--- src/rtl/synprog_pkg.sv ---
// Package: shared state types, latch control codes and range limits
// for the synthesizer programming sequencer.
package synprog_pkg;

    typedef enum logic [1:0] {
        SQ_IDLE,
        SQ_CHECK,
        SQ_SEND
    } seq_state_e;

    typedef enum logic [2:0] {
        SH_IDLE,
        SH_LOW,
        SH_HIGH,
        SH_TAIL,
        SH_LATCH
    } shift_state_e;

    localparam logic [1:0] CTL_REF  = 2'b00;
    localparam logic [1:0] CTL_MAIN = 2'b01;
    localparam logic [1:0] CTL_FUNC = 2'b10;
    localparam logic [1:0] CTL_INIT = 2'b11;

    localparam int B_W      = 13;
    localparam int RF_W     = 14;
    localparam int R_MIN    = 3;
    localparam int R_MAX    = 16383;
    localparam int B_MIN    = 3;
    localparam int B_MAX    = 8191;
    localparam int WORD_CNT = 3;

    // Half-period in system cycles: ceiling of min width over clock period, at least 1.
    function automatic int half_cycles(input int min_ns, input int clk_ns);
        int q;
        q = (min_ns + clk_ns - 1) / clk_ns;
        return (q < 1) ? 1 : q;
    endfunction

endpackage

--- src/rtl/synprog_divsplit.sv ---
// Module: splits the main ratio N into B (quotient by prescaler) and
// A (remainder), and judges all range rules.
// Assumes: prescaler sizes are powers of two (8,16,32,64 by code),
// so the split is a shift and a mask. In the narrow variant only
// codes 00 (8) and 10 (32) are legal.
module synprog_divsplit
    import synprog_pkg::*;
#(
    parameter bit WIDE  = 1'b0,
    parameter int N_W   = 19,
    parameter int RIN_W = 16,
    localparam int A_W  = WIDE ? 6 : 5
) (
    input  logic [N_W-1:0]   n_i,
    input  logic [1:0]       pre_i,
    input  logic [RIN_W-1:0] r_i,
    output logic [A_W-1:0]   a_o,
    output logic [B_W-1:0]   b_o,
    output logic             ok_o
);

    logic [N_W-1:0] b_full;
    logic [5:0]     a_full;
    logic           pre_ok;

    // Quotient and remainder by shift and mask per prescaler code.
    always_comb begin
        case (pre_i)
            2'd0: begin b_full = n_i >> 3; a_full = {3'b0, n_i[2:0]}; end
            2'd1: begin b_full = n_i >> 4; a_full = {2'b0, n_i[3:0]}; end
            2'd2: begin b_full = n_i >> 5; a_full = {1'b0, n_i[4:0]}; end
            default: begin b_full = n_i >> 6; a_full = n_i[5:0]; end
        endcase
    end

    // Prescaler legality depends on the word variant.
    generate
        if (WIDE) begin : g_pre_wide
            assign pre_ok = 1'b1;
        end else begin : g_pre_narrow
            assign pre_ok = ~pre_i[0];
        end
    endgenerate

    // All range rules combined.
    assign ok_o = pre_ok
                  && (r_i >= RIN_W'(R_MIN)) && (r_i <= RIN_W'(R_MAX))
                  && (b_full >= N_W'(B_MIN)) && (b_full <= N_W'(B_MAX))
                  && (N_W'(a_full) <= b_full);

    assign a_o = a_full[A_W-1:0];
    assign b_o = b_full[B_W-1:0];

    // Recombination check: B*P + A must rebuild N when accepted.
    always_comb begin
        if (ok_o) begin
            assert_split_R3: assert (((N_W'(b_o)) << (3 + int'(pre_i))) + N_W'(a_o) == n_i);
        end
    end

endmodule

--- src/rtl/synprog_wordfmt.sv ---
// Module: assembles one of the three latch words selected by index.
// Assumes: index 0 = first (configuration/initialization) word,
// 1 = reference word, 2 = main word. Control code sits in bits [1:0].
module synprog_wordfmt
    import synprog_pkg::*;
#(
    parameter bit WIDE   = 1'b0,
    localparam int W     = WIDE ? 24 : 21,
    localparam int A_W   = WIDE ? 6 : 5
) (
    input  logic [1:0]      sel_i,
    input  logic [W-3:0]    cfg_i,
    input  logic [RF_W-1:0] r_i,
    input  logic            ld_prec_i,
    input  logic [A_W-1:0]  a_i,
    input  logic [B_W-1:0]  b_i,
    input  logic            gain_i,
    output logic [W-1:0]    word_o
);

    logic [W-1:0] w_first;
    logic [W-1:0] w_ref;
    logic [W-1:0] w_main;

    // Field placement per variant.
    generate
        if (WIDE) begin : g_wide
            assign w_first = {cfg_i, CTL_INIT};
            assign w_ref   = {3'b000, ld_prec_i, 4'b0000, r_i, CTL_REF};
            assign w_main  = {2'b00, gain_i, b_i, a_i, CTL_MAIN};
        end else begin : g_narrow
            assign w_first = {cfg_i, CTL_FUNC};
            assign w_ref   = {ld_prec_i, 4'b0000, r_i, CTL_REF};
            assign w_main  = {gain_i, b_i, a_i, CTL_MAIN};
        end
    endgenerate

    // Pick the word for the current position in the sequence.
    always_comb begin
        case (sel_i)
            2'd0:    word_o = w_first;
            2'd1:    word_o = w_ref;
            default: word_o = w_main;
        endcase
    end

endmodule

--- src/rtl/synprog_shifter.sv ---
// Module: three-wire word engine. On go it shifts one W-bit word MSB
// first, each sclk phase HALF_CYC system cycles long, then holds sclk
// low for one phase, pulses le high for one phase, and pulses fin.
// Assumes: go arrives only while idle.
module synprog_shifter
    import synprog_pkg::*;
#(
    parameter int W        = 21,
    parameter int HALF_CYC = 7,
    localparam int TW      = $clog2(HALF_CYC + 1),
    localparam int CW      = $clog2(W),
    localparam int RW      = $clog2(HALF_CYC + 2) + 1
) (
    input  logic         clk,
    input  logic         rst_n,
    input  logic         go_i,
    input  logic [W-1:0] word_i,
    output logic         sclk_o,
    output logic         sdata_o,
    output logic         le_o,
    output logic         fin_o
);

    shift_state_e  state;
    logic [TW-1:0] tmr;
    logic [CW-1:0] bits;
    logic [W-1:0]  sr;

    localparam logic [TW-1:0] RELOAD = TW'(HALF_CYC - 1);

    // Phase sequencing of sclk, sdata and le.
    always_ff @(posedge clk) begin
        if (!rst_n) begin
            state   <= SH_IDLE;
            tmr     <= '0;
            bits    <= '0;
            sr      <= '0;
            sclk_o  <= 1'b0;
            sdata_o <= 1'b0;
            le_o    <= 1'b0;
            fin_o   <= 1'b0;
        end else begin
            fin_o <= 1'b0;
            case (state)
                SH_IDLE: begin
                    if (go_i) begin
                        sr      <= word_i;
                        bits    <= CW'(W - 1);
                        tmr     <= RELOAD;
                        sdata_o <= word_i[W-1];
                        state   <= SH_LOW;
                    end
                end
                SH_LOW: begin
                    if (tmr == '0) begin
                        sclk_o <= 1'b1;
                        tmr    <= RELOAD;
                        state  <= SH_HIGH;
                    end else begin
                        tmr <= tmr - TW'(1);
                    end
                end
                SH_HIGH: begin
                    if (tmr == '0) begin
                        sclk_o <= 1'b0;
                        tmr    <= RELOAD;
                        if (bits == '0) begin
                            sdata_o <= 1'b0;
                            state   <= SH_TAIL;
                        end else begin
                            bits    <= bits - CW'(1);
                            sr      <= {sr[W-2:0], 1'b0};
                            sdata_o <= sr[W-2];
                            state   <= SH_LOW;
                        end
                    end else begin
                        tmr <= tmr - TW'(1);
                    end
                end
                SH_TAIL: begin
                    if (tmr == '0) begin
                        le_o  <= 1'b1;
                        tmr   <= RELOAD;
                        state <= SH_LATCH;
                    end else begin
                        tmr <= tmr - TW'(1);
                    end
                end
                SH_LATCH: begin
                    if (tmr == '0) begin
                        le_o  <= 1'b0;
                        fin_o <= 1'b1;
                        state <= SH_IDLE;
                    end else begin
                        tmr <= tmr - TW'(1);
                    end
                end
                default: state <= SH_IDLE;
            endcase
        end
    end

    // Checker support: run lengths of sclk high, sclk low and le high.
    logic [RW-1:0] hi_run, lo_run, le_run;

    always_ff @(posedge clk) begin
        if (!rst_n) begin
            hi_run <= '0;
            lo_run <= '0;
            le_run <= '0;
        end else begin
            hi_run <= !sclk_o ? '0 : (hi_run == '1 ? hi_run : hi_run + RW'(1));
            lo_run <=  sclk_o ? '0 : (lo_run == '1 ? lo_run : lo_run + RW'(1));
            le_run <= !le_o   ? '0 : (le_run == '1 ? le_run : le_run + RW'(1));
        end
    end

    assert_sclk_min_high_R7: assert property (@(posedge clk) disable iff (!rst_n)
        $fell(sclk_o) |-> (hi_run >= RW'(HALF_CYC)));

    assert_sclk_min_low_R7: assert property (@(posedge clk) disable iff (!rst_n)
        $rose(sclk_o) |-> (lo_run >= RW'(HALF_CYC)));

    assert_data_hold_R2: assert property (@(posedge clk) disable iff (!rst_n)
        (sclk_o && $past(sclk_o)) |-> $stable(sdata_o));

    assert_le_sclk_excl_R8: assert property (@(posedge clk) disable iff (!rst_n)
        le_o |-> !sclk_o);

    assert_le_min_pulse_R8: assert property (@(posedge clk) disable iff (!rst_n)
        $fell(le_o) |-> (le_run >= RW'(HALF_CYC)));

endmodule

--- src/rtl/synprog_seq.sv ---
// Module: top of the synthesizer programming sequencer. Captures the
// request on start, runs the range check, then drives three words in
// order through the word engine and flags done or err.
// Assumes: start is a strobe; it is acted on only while idle.
module synprog_seq
    import synprog_pkg::*;
#(
    parameter bit WIDE        = 1'b0,
    parameter int CLK_NS      = 8,
    parameter int MIN_HALF_NS = WIDE ? 25 : 50,
    localparam int WORD_W     = WIDE ? 24 : 21,
    localparam int N_W        = WIDE ? 20 : 19,
    localparam int RIN_W      = 16
) (
    input  logic              clk,
    input  logic              rst_n,
    input  logic              start,
    input  logic [N_W-1:0]    n_div,
    input  logic [RIN_W-1:0]  r_div,
    input  logic [1:0]        pre_sel,
    input  logic [WORD_W-3:0] cfg_bits,
    input  logic              ld_prec,
    input  logic              cp_gain,
    output logic              sclk,
    output logic              sdata,
    output logic              le,
    output logic              busy,
    output logic              done,
    output logic              err
);

    localparam int HALF_CYC = half_cycles(MIN_HALF_NS, CLK_NS);
    localparam int A_W      = WIDE ? 6 : 5;

    seq_state_e        state;
    logic [N_W-1:0]    n_q;
    logic [RIN_W-1:0]  r_q;
    logic [1:0]        pre_q;
    logic [WORD_W-3:0] cfg_q;
    logic              ld_q;
    logic              gain_q;
    logic [1:0]        idx;
    logic              go;
    logic              fin;
    logic              ok;
    logic [A_W-1:0]    a_cnt;
    logic [B_W-1:0]    b_cnt;
    logic [WORD_W-1:0] word;

    synprog_divsplit #(.WIDE(WIDE), .N_W(N_W), .RIN_W(RIN_W)) u_split (
        .n_i   (n_q),
        .pre_i (pre_q),
        .r_i   (r_q),
        .a_o   (a_cnt),
        .b_o   (b_cnt),
        .ok_o  (ok)
    );

    synprog_wordfmt #(.WIDE(WIDE)) u_fmt (
        .sel_i     (idx),
        .cfg_i     (cfg_q),
        .r_i       (r_q[RF_W-1:0]),
        .ld_prec_i (ld_q),
        .a_i       (a_cnt),
        .b_i       (b_cnt),
        .gain_i    (gain_q),
        .word_o    (word)
    );

    synprog_shifter #(.W(WORD_W), .HALF_CYC(HALF_CYC)) u_shift (
        .clk     (clk),
        .rst_n   (rst_n),
        .go_i    (go),
        .word_i  (word),
        .sclk_o  (sclk),
        .sdata_o (sdata),
        .le_o    (le),
        .fin_o   (fin)
    );

    // Request capture, range decision and word ordering.
    always_ff @(posedge clk) begin
        if (!rst_n) begin
            state  <= SQ_IDLE;
            n_q    <= '0;
            r_q    <= '0;
            pre_q  <= '0;
            cfg_q  <= '0;
            ld_q   <= 1'b0;
            gain_q <= 1'b0;
            idx    <= '0;
            go     <= 1'b0;
            busy   <= 1'b0;
            done   <= 1'b0;
            err    <= 1'b0;
        end else begin
            go <= 1'b0;
            case (state)
                SQ_IDLE: begin
                    if (start) begin
                        n_q    <= n_div;
                        r_q    <= r_div;
                        pre_q  <= pre_sel;
                        cfg_q  <= cfg_bits;
                        ld_q   <= ld_prec;
                        gain_q <= cp_gain;
                        done   <= 1'b0;
                        err    <= 1'b0;
                        busy   <= 1'b1;
                        state  <= SQ_CHECK;
                    end
                end
                SQ_CHECK: begin
                    if (!ok) begin
                        err   <= 1'b1;
                        busy  <= 1'b0;
                        state <= SQ_IDLE;
                    end else begin
                        idx   <= '0;
                        go    <= 1'b1;
                        state <= SQ_SEND;
                    end
                end
                SQ_SEND: begin
                    if (fin) begin
                        if (idx == 2'(WORD_CNT - 1)) begin
                            done  <= 1'b1;
                            busy  <= 1'b0;
                            state <= SQ_IDLE;
                        end else begin
                            idx <= idx + 2'd1;
                            go  <= 1'b1;
                        end
                    end
                end
                default: state <= SQ_IDLE;
            endcase
        end
    end

    assert_flags_excl_R6: assert property (@(posedge clk) disable iff (!rst_n)
        !(done && err));

    assert_err_quiet_R6: assert property (@(posedge clk) disable iff (!rst_n)
        err |-> (!sclk && !le));

    assert_flags_idle_R9: assert property (@(posedge clk) disable iff (!rst_n)
        (done || err) |-> !busy);

    assert_start_ignored_R9: assert property (@(posedge clk) disable iff (!rst_n)
        (busy && start) |=> ($stable(n_q) && $stable(r_q)));

endmodule

--- config.mk ---
export PLATFORM = sky130hd
export DESIGN_NAME = synprog_seq
export DESIGN_NICKNAME = d
export VERILOG_FILES = /design/src/rtl/synprog_pkg.sv /design/src/rtl/synprog_divsplit.sv /design/src/rtl/synprog_wordfmt.sv /design/src/rtl/synprog_shifter.sv /design/src/rtl/synprog_seq.sv
export SDC_FILE = /design/constraint.sdc
export NUM_CORES = 1
export LEC_CHECK = 0
export BUFFER_PORTS_ARGS = -buffer_cell sky130_fd_sc_hd__buf_2
export CORE_ASPECT_RATIO = 1.2
export CORE_MARGIN = 2
export CORE_UTILIZATION = 58
export CTS_CLUSTER_SIZE = 10
export DETAILED_ROUTE_END_ITERATION = 8
export GPL_TIMING_DRIVEN = 0
export HOLD_SLACK_MARGIN = 0.02
export PLACE_DENSITY = 0.8
export SYNTH_ARGS = -nofsm -noshare
export SYNTH_HDL_FRONTEND = slang
export SYNTH_SLANG_ARGS = --single-unit
export TNS_END_PERCENT = 100
--- constraint.sdc ---
create_clock -name clk -period 2.9 [get_ports clk]
set_input_delay 0.435 -clock clk [delete_from_list [all_inputs] [get_ports clk]]
set_output_delay 0.435 -clock clk [all_outputs]
set_load 0.02 [all_outputs]
==> summary.txt <==
synthesized flop and latch total: 101
Slew Viols, Final: 0
top cell type's share of synthesized area: 38.7%
total power draw: 0.00354 W
Clock Tree Root: clkbuf_8
crit start category: flip-flop
Crit Path Class: reg2reg
Hold-fix buffers, CTS: 0
Detail Placement HPWL: 10400 um
global placer's final weighted congestion: 0.919
core area: 8660 um2
Worst Path Arrival: 3070 ps
post-route ant nets: 0
Setup crit end kind: flip-flop
largest area contributor in the netlist: dfxtp_1
number of setup buffers added after CTS: 0
synth unique cells: 56
Nets: 783
Async SR Flop Fraction: 0%
First-pass DRT Iterations: 5
global-route wire length before repair: 22400 um
initial antenna violation count: 0
Post-synth EDFFs: 0
vias post-DR: 4864
synthesized area per cell: 8.27 um2
Worst EP required: 3170 ps
Critical Path Fanout Max: 10
commonest non-fill, non-tap cell in the layout: nand2_1
DRC errors left: 0
max_slew headroom: 42.4%
H-Tree Level Count: 3
worst hold path type: in2reg
Worst setup startpoint: pre_q[1]
Fin. Hold Viols: 0
Post-Syn Instances: 632
total of max-cap violations: 0
total die area: 9790 um2
hold depth: 3
top_reg_cell synth: dfxtp_1
largest net degree at the start of global routing: 16
unrepaired setup endpoints after global routing: no
Leak: 2.30 nW
Max Clk Rate: 357 MHz
routed wire length per instance: 16.7 um
post-route cell area: 5900 um2
gr usage total: 28.9%
fin crit share: 96.6%
Hold Startpoint: cfg_bits[14]
Initial Utilization: 60.4%
PortBufs: 65
measured slew at the worst slew-check pin: 857 ps
post-placement cell count: 814
CTS tree: done
Syn. warnings: 0
Layout Skew: 14.1 ps
clk buf depth: 2
Max VDD drop: 303 uV
Power Density: 600 nW/um2
fraction of layout cells with a size suffix above 1: 14.4%
status: finished clean
GR Overflow Total: 0
clock sinks: 101
r2r setup slk: 100 ps
mapped cell area: 5230 um2
Final Non-Filler Cells: 827
die extent in y: 108 um
most frequent cells in the layout: nand2_1, dfxtp_1, a21boi_1
total wire length: 13800 um
worst skew pair latency: 370 ps
worst r2r src: pre_q[1]
cts bufs inserted: 9
vias in the first global route: 4621
Initial DRC Count: 339
row count: 37
Vias/cell: 5.88
crit path time final: 2800 ps
io pins: 67
chip width: 90.7 um
sequential-to-total area share from yosys stat: 38.7%
placed cell area: 5700 um2
Area growth syn-to-layout: 12.9%
r2r worst-path depth: 9
Synth Net Count: 709
Worst Hold End: cfg_q[14]
reg2reg end: err
top cells by area, synth: dfxtp_1, nand2_1, a21boi_1
# diodes: 0
CTS clock-pin slew for the worst setup and hold paths: 100 ps
Final setup viols: 0
==> state kept, by name, summed over array words and instances, names as in the netlist, 2 cells and up <==
name,count
r_q,16
u_shift.tmr,3
pre_q,2
cfg_q,19
idx,2
n_q,19
u_shift.state,3
u_shift.sr,20
state,2
u_shift.bits,5
==> through the flow <==
step	TNS, ps	hold slack, ps	utilization, %	setup slack, ps
detailed placement	-99.4	446	65.8	-95.7
floorplan	0	431	-	322
CTS	0	285	68.1	27.3
global placement	-28.4	441	65.8	-28.4
finish	0	286	68.2	100
global route	0	299	68.2	28.5
==> cell usage after synthesis, drive strengths merged (2+ instances only) <==
cell,count
a211oi,4
a21boi,76
a21o,2
a21oi,21
a221oi,4
a22oi,14
a31oi,5
a32o,2
and2,5
buf,8
clkbuf,41
dfxtp,101
ha,16
inv,14
mux2,4
mux2i,7
mux4,11
nand2,159
nand2b,4
nand3,23
nand3b,2
nand4,2
nor2,21
nor2b,11
nor3,12
nor4,4
o211a,3
o211ai,16
o21ai,13
o311ai,3
o31ai,3
or4,2
xnor2,4
==> final cells by class <==
class | instances | area (um2)
Clock inverter | 3 | 45.0
Multi-Input combinational cell | 467 | 2960
Timing Repair Buffer | 65 | 325
Sequential cell | 101 | 2020
Inverter | 15 | 56.3
Fill cell | 732 | 2760
Clock buffer | 12 | 155
Buffer | 47 | 189
Tap cell | 117 | 146
==> routing by layer <==
metal | track usage (%) | wire length (um) | vias up
met5 | 0 | 0 | -
met4 | 12.9 | 444 | 0
met3 | 3.55 | 903 | 29
met2 | 51.5 | 6780 | 197
met1 | 35.0 | 5710 | 2279
li1 | - | - | 2359
==> repair_timing <==
item	in CTS	in global routing
endpoints found under the setup margin	3	15
hold endpoints to repair	0	0
resized for setup	1	2
==> power by group <==
part,internal [W],total [W],switching [W]
registers,0.00150,0.00159,0.0000968
clock network,0.000442,0.000917,0.000475
logic,0.000388,0.00103,0.000642
total,0.00233,0.00354,0.00121
==> how the worst max path moves through the flow <==
stage	endpoint	cells past startpoint
after floorplan	err	10
after global placement	err	10
after detailed placement	err	10
after CTS	err	10
after global routing	err	9
final	err	9
==> critical path: stages (launching register included) <==
cell      delay (ps)
dfxtp_1          630
clkbuf_2         340
mux2i_1          350
ha_1             190
nand3_1          100
a21o_1           170
a21oi_1          250
o21ai_2          140
a32o_1           280
a32o_1           240
==> logic make-up (layout without fill, tap and decap cells) <==
logic type	after synthesis	after routing	synth area share, %
simple gates	252	252	21.1
compound gates	172	172	23.7
flops	101	101	38.7
buf+inv	64	142	4.84
mux	22	22	6.94
fa+ha+maj	16	16	3.83
xor+xnor	5	5	0.838
Note: power is estimated with default switching activity, not from simulation.
